===== config.mk =====
export PLATFORM = sky130hd
export DESIGN_NAME = cordic_sincos
export DESIGN_NICKNAME = d
export VERILOG_FILES = /design/src/rtl/cordic_pkg.sv /design/src/rtl/cordic_barrel_shift.sv /design/src/rtl/cordic_atan_rom.sv /design/src/rtl/cordic_iter_ctrl.sv /design/src/rtl/cordic_sincos.sv
export SDC_FILE = /design/constraint.sdc
export NUM_CORES = 1
export LEC_CHECK = 0
export BUFFER_PORTS_ARGS = -buffer_cell sky130_fd_sc_hd__buf_4
export CAP_MARGIN = 10
export CORE_MARGIN = 1.5
export CORE_UTILIZATION = 59
export CTS_BUF_LIST = sky130_fd_sc_hd__clkbuf_4 sky130_fd_sc_hd__clkbuf_8
export DETAILED_ROUTE_END_ITERATION = 16
export PLACE_DENSITY_LB_ADDON = 0.15
export SETUP_SLACK_MARGIN = 0.1
export SYNTH_ARGS = -nofsm -noshare
export SYNTH_HDL_FRONTEND = slang
export SYNTH_SLANG_ARGS = --single-unit

===== constraint.sdc =====
create_clock -name clk -period 5.4 [get_ports clk]
set_input_delay 0.54 -clock clk [delete_from_list [all_inputs] [get_ports clk]]
set_output_delay 0.54 -clock clk [all_outputs]
set_load 0.02 [all_outputs]

===== src/rtl/cordic_pkg.sv =====
// Shared definitions for the iterative rotation engine.
// Assumes: the angle word plus guard bits is at most 31 bits wide.
package cordic_pkg;

    typedef enum logic {
        ST_IDLE = 1'b0,
        ST_RUN  = 1'b1
    } run_state_e;

    // Elementary angles atan(2^-idx), scaled so that 2^32 is one full turn.
    function automatic logic [31:0] atan_turn32(input int idx);
        case (idx)
            0:  return 32'h2000_0000;
            1:  return 32'h12E4_051E;
            2:  return 32'h09FB_385B;
            3:  return 32'h0511_11D4;
            4:  return 32'h028B_0D43;
            5:  return 32'h0145_D7E1;
            6:  return 32'h00A2_F61E;
            7:  return 32'h0051_7C55;
            8:  return 32'h0028_BE53;
            9:  return 32'h0014_5F2F;
            10: return 32'h000A_2F98;
            11: return 32'h0005_17CC;
            12: return 32'h0002_8BE6;
            13: return 32'h0001_45F3;
            14: return 32'h0000_A2FA;
            15: return 32'h0000_517D;
            16: return 32'h0000_28BE;
            17: return 32'h0000_145F;
            18: return 32'h0000_0A30;
            19: return 32'h0000_0518;
            20: return 32'h0000_028C;
            21: return 32'h0000_0146;
            22: return 32'h0000_00A3;
            23: return 32'h0000_0051;
            24: return 32'h0000_0029;
            25: return 32'h0000_0014;
            26: return 32'h0000_000A;
            27: return 32'h0000_0005;
            28: return 32'h0000_0003;
            29: return 32'h0000_0001;
            30: return 32'h0000_0001;
            default: return 32'h0000_0000;
        endcase
    endfunction

    // Rescale a table entry to a word of width w (2^w = one turn), rounded to nearest.
    function automatic logic [31:0] atan_scaled(input int idx, input int w);
        logic [32:0] t;
        t = {1'b0, atan_turn32(idx)} + (33'd1 << (31 - w));
        return 32'(t >> (32 - w));
    endfunction

endpackage


===== src/rtl/cordic_barrel_shift.sv =====
// Logarithmic arithmetic right shifter.
// Assumes: amount is an unsigned iteration index; the sign is replicated.
module cordic_barrel_shift #(
    parameter int W    = 20,
    parameter int SH_W = 4
) (
    input  logic signed [W-1:0]    data_i,
    input  logic        [SH_W-1:0] amt_i,
    output logic signed [W-1:0]    data_o
);
    logic signed [W-1:0] stage [SH_W+1];

    assign stage[0] = data_i;

    // One stage per amount bit, each shifting by a power of two.
    for (genvar g = 0; g < SH_W; g++) begin : g_stage
        assign stage[g+1] = amt_i[g] ? (stage[g] >>> (1 << g)) : stage[g];
    end

    assign data_o = stage[SH_W];
endmodule


===== src/rtl/cordic_atan_rom.sv =====
// Elementary-angle lookup, one entry per iteration, built from the package table.
// Assumes: ITER <= 32 and ZW <= 31; ITER is a power of two so every index is valid.
module cordic_atan_rom #(
    parameter int ITER  = 16,
    parameter int ZW    = 20,
    parameter int IDX_W = 4
) (
    input  logic [IDX_W-1:0]   idx_i,
    output logic signed [ZW-1:0] atan_o
);
    logic signed [ZW-1:0] rom [ITER];

    // Fill each entry with a constant computed at elaboration.
    for (genvar g = 0; g < ITER; g++) begin : g_entry
        assign rom[g] = ZW'(cordic_pkg::atan_scaled(g, ZW));
    end

    assign atan_o = rom[idx_i];
endmodule


===== src/rtl/cordic_iter_ctrl.sv =====
// Iteration sequencer: run/idle state plus the index counter with its own clear.
// Assumes: load has priority; a counter clear while running suppresses that cycle's step.
module cordic_iter_ctrl
    import cordic_pkg::*;
#(
    parameter int ITER  = 16,
    parameter int IDX_W = 4
) (
    input  logic             clk,
    input  logic             rst_n,
    input  logic             iter_rst_n,
    input  logic             load_i,
    output logic [IDX_W-1:0] idx_o,
    output logic             step_o,
    output logic             last_o
);
    localparam logic [IDX_W-1:0] LAST_IDX = IDX_W'(ITER - 1);

    run_state_e       state_q;
    logic [IDX_W-1:0] cnt_q;

    // Sequence the state and the iteration index.
    always_ff @(posedge clk) begin
        if (!rst_n) begin
            state_q <= ST_IDLE;
            cnt_q   <= '0;
        end else if (load_i) begin
            state_q <= ST_RUN;
            cnt_q   <= '0;
        end else if (!iter_rst_n) begin
            cnt_q   <= '0;
        end else if (state_q == ST_RUN) begin
            if (cnt_q == LAST_IDX) begin
                state_q <= ST_IDLE;
                cnt_q   <= '0;
            end else begin
                cnt_q <= cnt_q + 1'b1;
            end
        end
    end

    // Decode the rotate strobe and the final-step strobe.
    always_comb begin
        step_o = (state_q == ST_RUN) && iter_rst_n && !load_i;
        last_o = step_o && (cnt_q == LAST_IDX);
    end

    assign idx_o = cnt_q;

    assert_load_starts_R2: assert property (@(posedge clk) disable iff (!rst_n)
        load_i |=> (state_q == ST_RUN) && (cnt_q == '0));

    assert_idle_stays_R7: assert property (@(posedge clk) disable iff (!rst_n)
        (state_q == ST_IDLE) && !load_i |=> (state_q == ST_IDLE) && (cnt_q == '0));
endmodule


===== src/rtl/cordic_sincos.sv =====
// Iterative circular-rotation sine/cosine engine.
// Assumes: angle 2^(ANG_W-1) = pi; results 2^(DATA_W-2) = 1.0; ITER a power of two <= 32.
module cordic_sincos #(
    parameter int DATA_W  = 16,
    parameter int ANG_W   = 16,
    parameter int ITER    = 16,
    parameter int GUARD   = 4,
    parameter int Z_GUARD = 4
) (
    input  logic                     clk,
    input  logic                     rst_n,
    input  logic                     iter_rst_n,
    input  logic                     load_i,
    input  logic [ANG_W-1:0]         angle_i,
    output logic signed [DATA_W-1:0] sin_o,
    output logic signed [DATA_W-1:0] cos_o,
    output logic                     done_o
);
    localparam int IW    = DATA_W + GUARD;
    localparam int FRAC  = DATA_W - 2 + GUARD;
    localparam int ZW    = ANG_W + Z_GUARD;
    localparam int IDX_W = (ITER > 1) ? $clog2(ITER) : 1;
    localparam logic signed [IW-1:0] X_INIT   = IW'($rtoi(0.6072529350088813 * (2.0 ** FRAC) + 0.5));
    localparam logic signed [IW-1:0] RND_HALF = IW'(1) <<< (GUARD - 1);

    logic [IDX_W-1:0]     idx;
    logic                 step, last_step;
    logic signed [IW-1:0] x_q, y_q, x_sh, y_sh, x_n, y_n;
    logic signed [ZW-1:0] z_q, z_n, z_start, atan_v;
    logic                 flip, neg_q;
    logic signed [IW-1:0] cos_rnd, sin_rnd;

    cordic_iter_ctrl #(.ITER(ITER), .IDX_W(IDX_W)) i_ctrl (
        .clk        (clk),
        .rst_n      (rst_n),
        .iter_rst_n (iter_rst_n),
        .load_i     (load_i),
        .idx_o      (idx),
        .step_o     (step),
        .last_o     (last_step)
    );

    cordic_atan_rom #(.ITER(ITER), .ZW(ZW), .IDX_W(IDX_W)) i_rom (
        .idx_i  (idx),
        .atan_o (atan_v)
    );

    cordic_barrel_shift #(.W(IW), .SH_W(IDX_W)) i_shx (
        .data_i (x_q),
        .amt_i  (idx),
        .data_o (x_sh)
    );

    cordic_barrel_shift #(.W(IW), .SH_W(IDX_W)) i_shy (
        .data_i (y_q),
        .amt_i  (idx),
        .data_o (y_sh)
    );

    // Fold angles outside the half-plane by a half turn (invert the sign bit).
    always_comb begin
        flip    = angle_i[ANG_W-1] ^ angle_i[ANG_W-2];
        z_start = {(angle_i[ANG_W-1] ^ flip), angle_i[ANG_W-2:0], {Z_GUARD{1'b0}}};
    end

    // One micro-rotation; a negative residual angle rotates clockwise.
    always_comb begin
        if (z_q[ZW-1]) begin
            x_n = x_q + y_sh;
            y_n = y_q - x_sh;
            z_n = z_q + atan_v;
        end else begin
            x_n = x_q - y_sh;
            y_n = y_q + x_sh;
            z_n = z_q - atan_v;
        end
    end

    // Input multiplexers: fresh start vector on load, feedback on a step.
    always_ff @(posedge clk) begin
        if (!rst_n) begin
            x_q   <= '0;
            y_q   <= '0;
            z_q   <= '0;
            neg_q <= 1'b0;
        end else if (load_i) begin
            x_q   <= X_INIT;
            y_q   <= '0;
            z_q   <= z_start;
            neg_q <= flip;
        end else if (step) begin
            x_q <= x_n;
            y_q <= y_n;
            z_q <= z_n;
        end
    end

    // Undo the pre-rotation and round away the guard bits.
    always_comb begin
        cos_rnd = (neg_q ? -x_n : x_n) + RND_HALF;
        sin_rnd = (neg_q ? -y_n : y_n) + RND_HALF;
    end

    // Capture results and raise done on the last micro-rotation.
    always_ff @(posedge clk) begin
        if (!rst_n) begin
            cos_o  <= '0;
            sin_o  <= '0;
            done_o <= 1'b0;
        end else begin
            done_o <= last_step;
            if (last_step) begin
                cos_o <= DATA_W'(cos_rnd >>> GUARD);
                sin_o <= DATA_W'(sin_rnd >>> GUARD);
            end
        end
    end

    assert_done_pulse_R3: assert property (@(posedge clk) disable iff (!rst_n)
        done_o |=> !done_o);

    assert_outputs_hold_R6: assert property (@(posedge clk) disable iff (!rst_n)
        !done_o && $past(rst_n) |-> $stable(sin_o) && $stable(cos_o));

    assert_dir_down_R4: assert property (@(posedge clk) disable iff (!rst_n)
        step && !z_q[ZW-1] |=> $signed(z_q) <= $signed($past(z_q)));

    assert_dir_up_R4: assert property (@(posedge clk) disable iff (!rst_n)
        step && z_q[ZW-1] |=> $signed(z_q) >= $signed($past(z_q)));

    assert_clear_no_done_R8: assert property (@(posedge clk) disable iff (!rst_n)
        !iter_rst_n && !load_i |=> !done_o);
endmodule


Word-level counts from Yosys, hierarchy flattened:

Memories as Yosys holds them, arrays and structs flattened.
Cells that the tools add are included.
W data, S select, Z words.

* flip-flop bits (word level): 99
* memories: 1
* output and inout port bits: 33
* input bits: 20
* memory bits (read-only): 320
* logic and storage cells: 62

* $add $sub $neg: 11
* magnitude comparators: 1
* muxes and demuxes: 24
* equality and inequality tests: 1
* bitwise logic cells: 5
* reduce and logical (&&, ||, !) cells: 8

Memory list
* (name not given): words 16, bits a word 20, rd ports 1, clocked after memory_dff 0, write ports 0, RTL line cordic_atan_rom.sv:18 `assign atan_o = rom[idx_i];`

Operator list (count)
* $mux W20: 9
* $mux W19: 8
* $add A20 B20 Y20: 3
* $sub A20 B20 Y20: 3
* $add A20 B5 Y20 const B: 2
* $neg A20 Y20: 2
* $mux W18: 2
* $ge A5 B5 Y1 const B: 1
* $not A4 Y5: 1
* $add A4 B1 Y4 const B: 1
* $eq A4 B4 Y1 const B: 1
* $mux W1: 4
* $mux W4: 1
* $reduce_bool A2 Y1: 2
* $logic_and A1 B1 Y1: 3
* $reduce_or A3 Y1: 1
* $not A1 Y1: 2
* $reduce_or A2 Y1: 1
* $xor A1 B1 Y1: 2
* $logic_not A1 Y1: 1

Depth between registers and ports, before layout:

* depth in word-level cells: 9
* depth in mapped cells: 26
* depth with buffers taken out: 23

Cells and area by module:

From an unflattened synthesis, not the netlist that was laid out.

* cells, all modules: 1545
* area total of the unflattened synthesis: 11855.1 µm²

By module, submodules not included
* cordic_sincos: cells an instance 1231, instances 1, sequential area each 1881.8 µm², area an instance 9335.2 µm²
* cordic_barrel_shift: cells an instance 116, instances 2, sequential area each 0.0 µm², area an instance 918.4 µm²
* cordic_atan_rom: cells an instance 56, instances 1, sequential area each 0.0 µm², area an instance 449.2 µm²
* cordic_iter_ctrl: cells an instance 26, instances 1, sequential area each 100.1 µm², area an instance 234.0 µm²

Worst setup path before layout:

Ideal clock, no wire load.

* kind: reg2reg
* start point: register i_ctrl.cnt_q[0], in the netlist i_ctrl.idx_o[0]
* end point: register cos_o[15]
* stages on the path, launching flop included: 23
* period minus slack after synthesis: 5788 ps
* required time: 5265 ps
* data arrival time: 5653 ps
* slack: -388 ps
* setup time: 135 ps
* cell sequence: dfxtp_1 > buf_4 > buf_2 > mux4_2 > mux2_2 > mux2i_1 > nand4_1 > nor4b_4 > nor2_1 > xnor2_1 > ha_1 > buf_2 > and2_1 > and4_1 > a21oi_1 > o21ai_0 > and3_2 > or4bb_2 > o31ai_1 > o21ai_2 > mux2_4 > o211ai_2 > o311ai_2

* word-level cells in the longest chain between the ends: 9
* elaborated cells between the ends (all ways): 12
* those cells by class: 4 x add/sub; 1 x eq/ne; 6 x mux; 1 x reduce/logical

Ends and longest elaborated chain
* start, declared: RTL line cordic_iter_ctrl.sv:20 `logic [IDX_W-1:0] cnt_q;`
* start signal, assigned: RTL line cordic_iter_ctrl.sv:37 `cnt_q <= cnt_q + 1'b1;`
* $mux W19 (4 in series): RTL line cordic_barrel_shift.sv:17 `assign stage[g+1] = amt_i[g] ? (stage[g] >>> (1 << g)) : stage[g];`
* $sub A20 B20 Y20 / $add A20 B20 Y20 (equally long branches): RTL line cordic_sincos.sv:73, cordic_sincos.sv:69
* $mux W20: RTL line cordic_sincos.sv:68 `if (z_q[ZW-1]) begin`
* $neg A20 Y20: RTL line cordic_sincos.sv:100 `cos_rnd = (neg_q ? -x_n : x_n) + RND_HALF;`
* $mux W20: RTL line cordic_sincos.sv:100
* $add A20 B5 Y20: RTL line cordic_sincos.sv:100
* end signal, assigned: RTL line cordic_sincos.sv:113 `cos_o <= DATA_W'(cos_rnd >>> GUARD);`
* end, declared: RTL line cordic_sincos.sv:16 `output logic signed [DATA_W-1:0] cos_o,`

Several ways; a longest one is shown, not always the timed one.
A chain may end at the register's enable or synchronous reset.

Worst setup path after layout:

* start point: register i_ctrl.cnt_q[1], in the netlist i_ctrl.idx_o[1]
* end point: register sin_o[14]

* word-level cells in the longest chain between the ends: 8
* elaborated cells between the ends (all ways): 11
* those cells by class: 4 x add/sub; 1 x eq/ne; 5 x mux; 1 x reduce/logical

Ends and longest elaborated chain
* $mux W19 (3 in series): RTL line cordic_barrel_shift.sv:17
* $add A20 B20 Y20 / $sub A20 B20 Y20 (equally long branches): RTL line cordic_sincos.sv:74, cordic_sincos.sv:70
* $mux W20: RTL line cordic_sincos.sv:68
* $neg A20 Y20: RTL line cordic_sincos.sv:101 `sin_rnd = (neg_q ? -y_n : y_n) + RND_HALF;`
* $mux W20: RTL line cordic_sincos.sv:101
* $add A20 B5 Y20: RTL line cordic_sincos.sv:101
* end signal, assigned: RTL line cordic_sincos.sv:114 `sin_o <= DATA_W'(sin_rnd >>> GUARD);`
* end, declared: RTL line cordic_sincos.sv:15 `output logic signed [DATA_W-1:0] sin_o,`

Several ways; a longest one is shown, not always the timed one.

==> out/qor_table.md <==
| Quantity | This run |
|:---|:---|
| Number of nets in the final layout | 1,951 |
| Via density per instance | 6.48 |
| Cell type with the highest occurrence count on the critical path | buf_4 |
| Number of max-capacitance violations reported | 0 |
| Congestion Overflow GR | 0 |
| Portion of the post-synthesis area used by sequential elements | 16.6% |
| CTS clk-pin slew, worst paths | 130 ps |
| Dpl hpwl | 30,700 um |
| Clock Skews | 22.6 ps |
| DIE WIDTH | 145 um |
| Crit path max-delay cell type | mux4_2 |
| Worst reg-to-reg path cell count | 27 |
| Total Die Area | 21,100 um^2 |
| Violations in the final reports | negative setup slack |
| Crit. End Element | flop |
| Critical path endpoint | sin_o[14] |
| Area fraction of the dominant cell type after synthesis | 16.6% |
| Synthesized instance count | 1,539 |
| Drt pass-1 iters | 6 |
| Warnings, synthesis | 0 |
| Reg-to-reg critical path startpoint | i_ctrl.idx_o[1] |
| Largest cells by area after synthesis | dfxtp_1, mux4_2, ha_1 |
| Detailed Route Iter0 Violations | 1,603 |
| Final hold violations | 0 |
| Clock tree from TritonCTS | built |
| Outcome | finished, violations left |
| Hold bufs inserted after CTS | 0 |
| Total number of H-tree levels | 3 |
| CP arrival | 6140 ps |
| Core region area | 19,700 um^2 |
| Total negative slack | -2680 ps |
| Final core utilization | 82.3% |
| Setup WS post-layout | -421 ps |
| Fraction of final layout cells sized beyond drive strength 1 | 36.7% |
| Wire length per cell after detailed routing | 20.6 um |
| Peak supply drop | 0.000198 V |
| Static leakage power | 6.87 nW |
| Total wire length | 44,000 um |
| Register-to-Register Setup Slack | -420 ps |
| Number of input and output port buffers inserted | 52 |
| Reg-to-reg endpoint | sin_o[14] |
| Launch point of the worst path | i_ctrl.idx_o[1] |
| Synth cell count leaders | nand2_1, a21oi_1, nor2_1 |
| CTS Root Buffer Type | clkbuf_8 |
| Die height | 145 um |
| Mean area per synthesized cell | 7.75 um^2 |
| Number of filler cells placed in the layout | 1,339 |
| Crit Path Max Fanout | 5 |
| Inserted Diodes | 0 |
| Global-route wire length before repair | 64,900 um |
| Final critical-path required period | 5820 ps |
| Via count of the first global-routing pass | 12.5k |
| Startpoint type of the worst setup path | flop |
| Syn_nets | 1,630 |
| Max frequency | 172 MHz |
| Sinks on Clock Net | 99 |
| Data required time of the worst path | 5720 ps |
| Latest clock arrival within the worst-skew pair | 420 ps |
| Global router's overall resource usage | 37.8% |
| Number of top-level pins | 53 |
| Antenna violations before repair | 0 |
| Number of buffers added by the clock tree synthesis step | 9 |
| Post-synth EDFFs | 0 |
| Number of nets with antenna violations after detailed routing | 0 |
| Leading cell type by number of instances after synthesis | nand2_1 |
| Site Rows | 51 |
| Residual DRC | 0 |
| Total power divided by cell area | 254 nW/um^2 |
| Via count | 13.8k |
| RSZ-0062 raised after global routing | true |
| Path category of the worst min-delay check | primary input to flop |
| Effective utilization at floorplan | 60.7% |
| Number of instances in the placed design | 2,060 |
| Flip-flop and latch count after synthesis | 99 |
| Final RePlAce weighted congestion | 0.972 |
| Share of the cycle needed by the critical path after routing | 108% |
| Layout overhead on the synthesized area | 35.6% |
| Fin. max-slew vios | 0 |
| Largest net degree at the start of global routing | 56 |
| Type of the setup path with the least slack | flop to flop |
| Max-slew headroom at the worst pin | 30.4% |
| Measured slew at the worst slew-check pin | 1040 ps |
| Clock Path Buffers | 2 |
| Count of distinct cell types in the synthesized netlist | 100 |
| Proportion of synthesized flip-flops having asynchronous set or reset | 0% |
| Maximum single-stage delay on the critical path | 520 ps |
| Final Instance Count excl. Fillers | 2,130 |
| Finish-stage setup viols | 15 |
| Total standard cell area after synthesis | 11,900 um^2 |
| Main flop type after synthesis | dfxtp_1 |
| Yosys top cell by area | dfxtp_1 |
state kept, by name, indices dropped and copies added (netlist names):
name and count:
neg_q 1, cos_o 16, z_q 20, x_q 20
y_q 20, i_ctrl.state_q 1, i_ctrl.idx_o 4, sin_o 16
done_o 1
layout by cell type (no fill, tap or decap), drive strengths merged, types with 10 or more instances in the layout:
master and instances:
nand2b 18, a21oi 162, xnor2 88, and2 14, nand2 190, nand3 32, o211ai 12, mux4 38
nor2b 13, xor2 34, a31oi 29, ha 68, or2 10, o21bai 11, a311oi 11, buf 395
nor3 35, inv 50, o21a 15, nand4 11, or3 15, a211oi 34, mux2 38, o21ai 82
and3 20, mux2i 38, dfxtp 99, clkbuf 12, nor2 134, a21o 24
routing by layer:
layer / track usage [%] / vias up / wire (um)
met5: 0 / - / 0
met4: 13.3 / 0 / 1820
met3: 10.3 / 142 / 4560
met2: 56.5 / 772 / 19300
met1: 52.2 / 6560 / 18300
li1: - / 6325 / -
layout make-up:
type	count	area, um^2	area share (%)
multi-input cells	1302	10300	63.5
clock inverters	7	103	0.634
flip-flops and latches	99	1990	12.3
clock buffers	9	124	0.766
well taps	265	332	2.05
inverters	50	188	1.16
repair buffers	398	3170	19.6
where the power goes:
part | internal, mW | switching, mW | leakage (nW)
clock | 0.232 | 0.349 | 0.113
combinational | 1.29 | 1.46 | 5.95
sequential | 0.755 | 0.0312 | 0.809
total | 2.28 | 1.84 | 6.87
worst max-delay path: cells and delay by family, from the launching register on:
| family | cells | cell delay [ps] |
|---|---|---|
| compound gates | 8 | 1220 |
| xor+xnor | 2 | 470 |
| fa+ha+maj | 1 | 300 |
| buf+inv | 7 | 1100 |
| flops | 1 | 400 |
| mux | 2 | 800 |
| simple gates | 7 | 1440 |
worst min-delay path by stage:
stage / startpoint / to / slack, ps / cells after the start
after CTS: angle_i[13] / z_q[17] / 340 / 2
after floorplan: z_q[3] / z_q[3] / 440 / 2
final: angle_i[13] / z_q[17] / 350 / 2
after global placement: sin_o[5] / sin_o[5] / 440 / 2
after global routing: angle_i[13] / z_q[17] / 340 / 2
after detailed placement: sin_o[5] / sin_o[5] / 440 / 2
cells by family after synthesis:
logic type               after synthesis  synth area share [%]
XOR/XNOR                             125                  9.53
multiplexers                         114                  14.1
adder cells (fa/ha/maj)               71                  7.63
AND/OR/NAND/NOR                      525                  21.0
buffers and inverters                138                  5.27
AO/OA/AOI/OAI                        467                  25.9
flip-flops                            99                  16.6
per-stage QoR:
step / total power [mW] / worst slack, ps / hold slack (ps) / cell area (um^2)
6_report: 4.11 / -421 / 347 / 16200
2_1_floorplan: 2.16 / -16.5 / 436 / 12000
3_3_place_gp: 3.02 / -215 / 439 / 14500
4_1_cts: 3.73 / -54.5 / 343 / 15200
3_5_place_dp: 3.06 / -411 / 444 / 14500
5_1_grt: 4.30 / -622 / 343 / 16200
timing repair:
action	CTS	global route
resized for setup	83	138
endpoints found under the setup margin	26	34
gates cloned	1	3
pin swaps	23	86
buffers inserted	13	37
(Power assumes the default switching activity.)
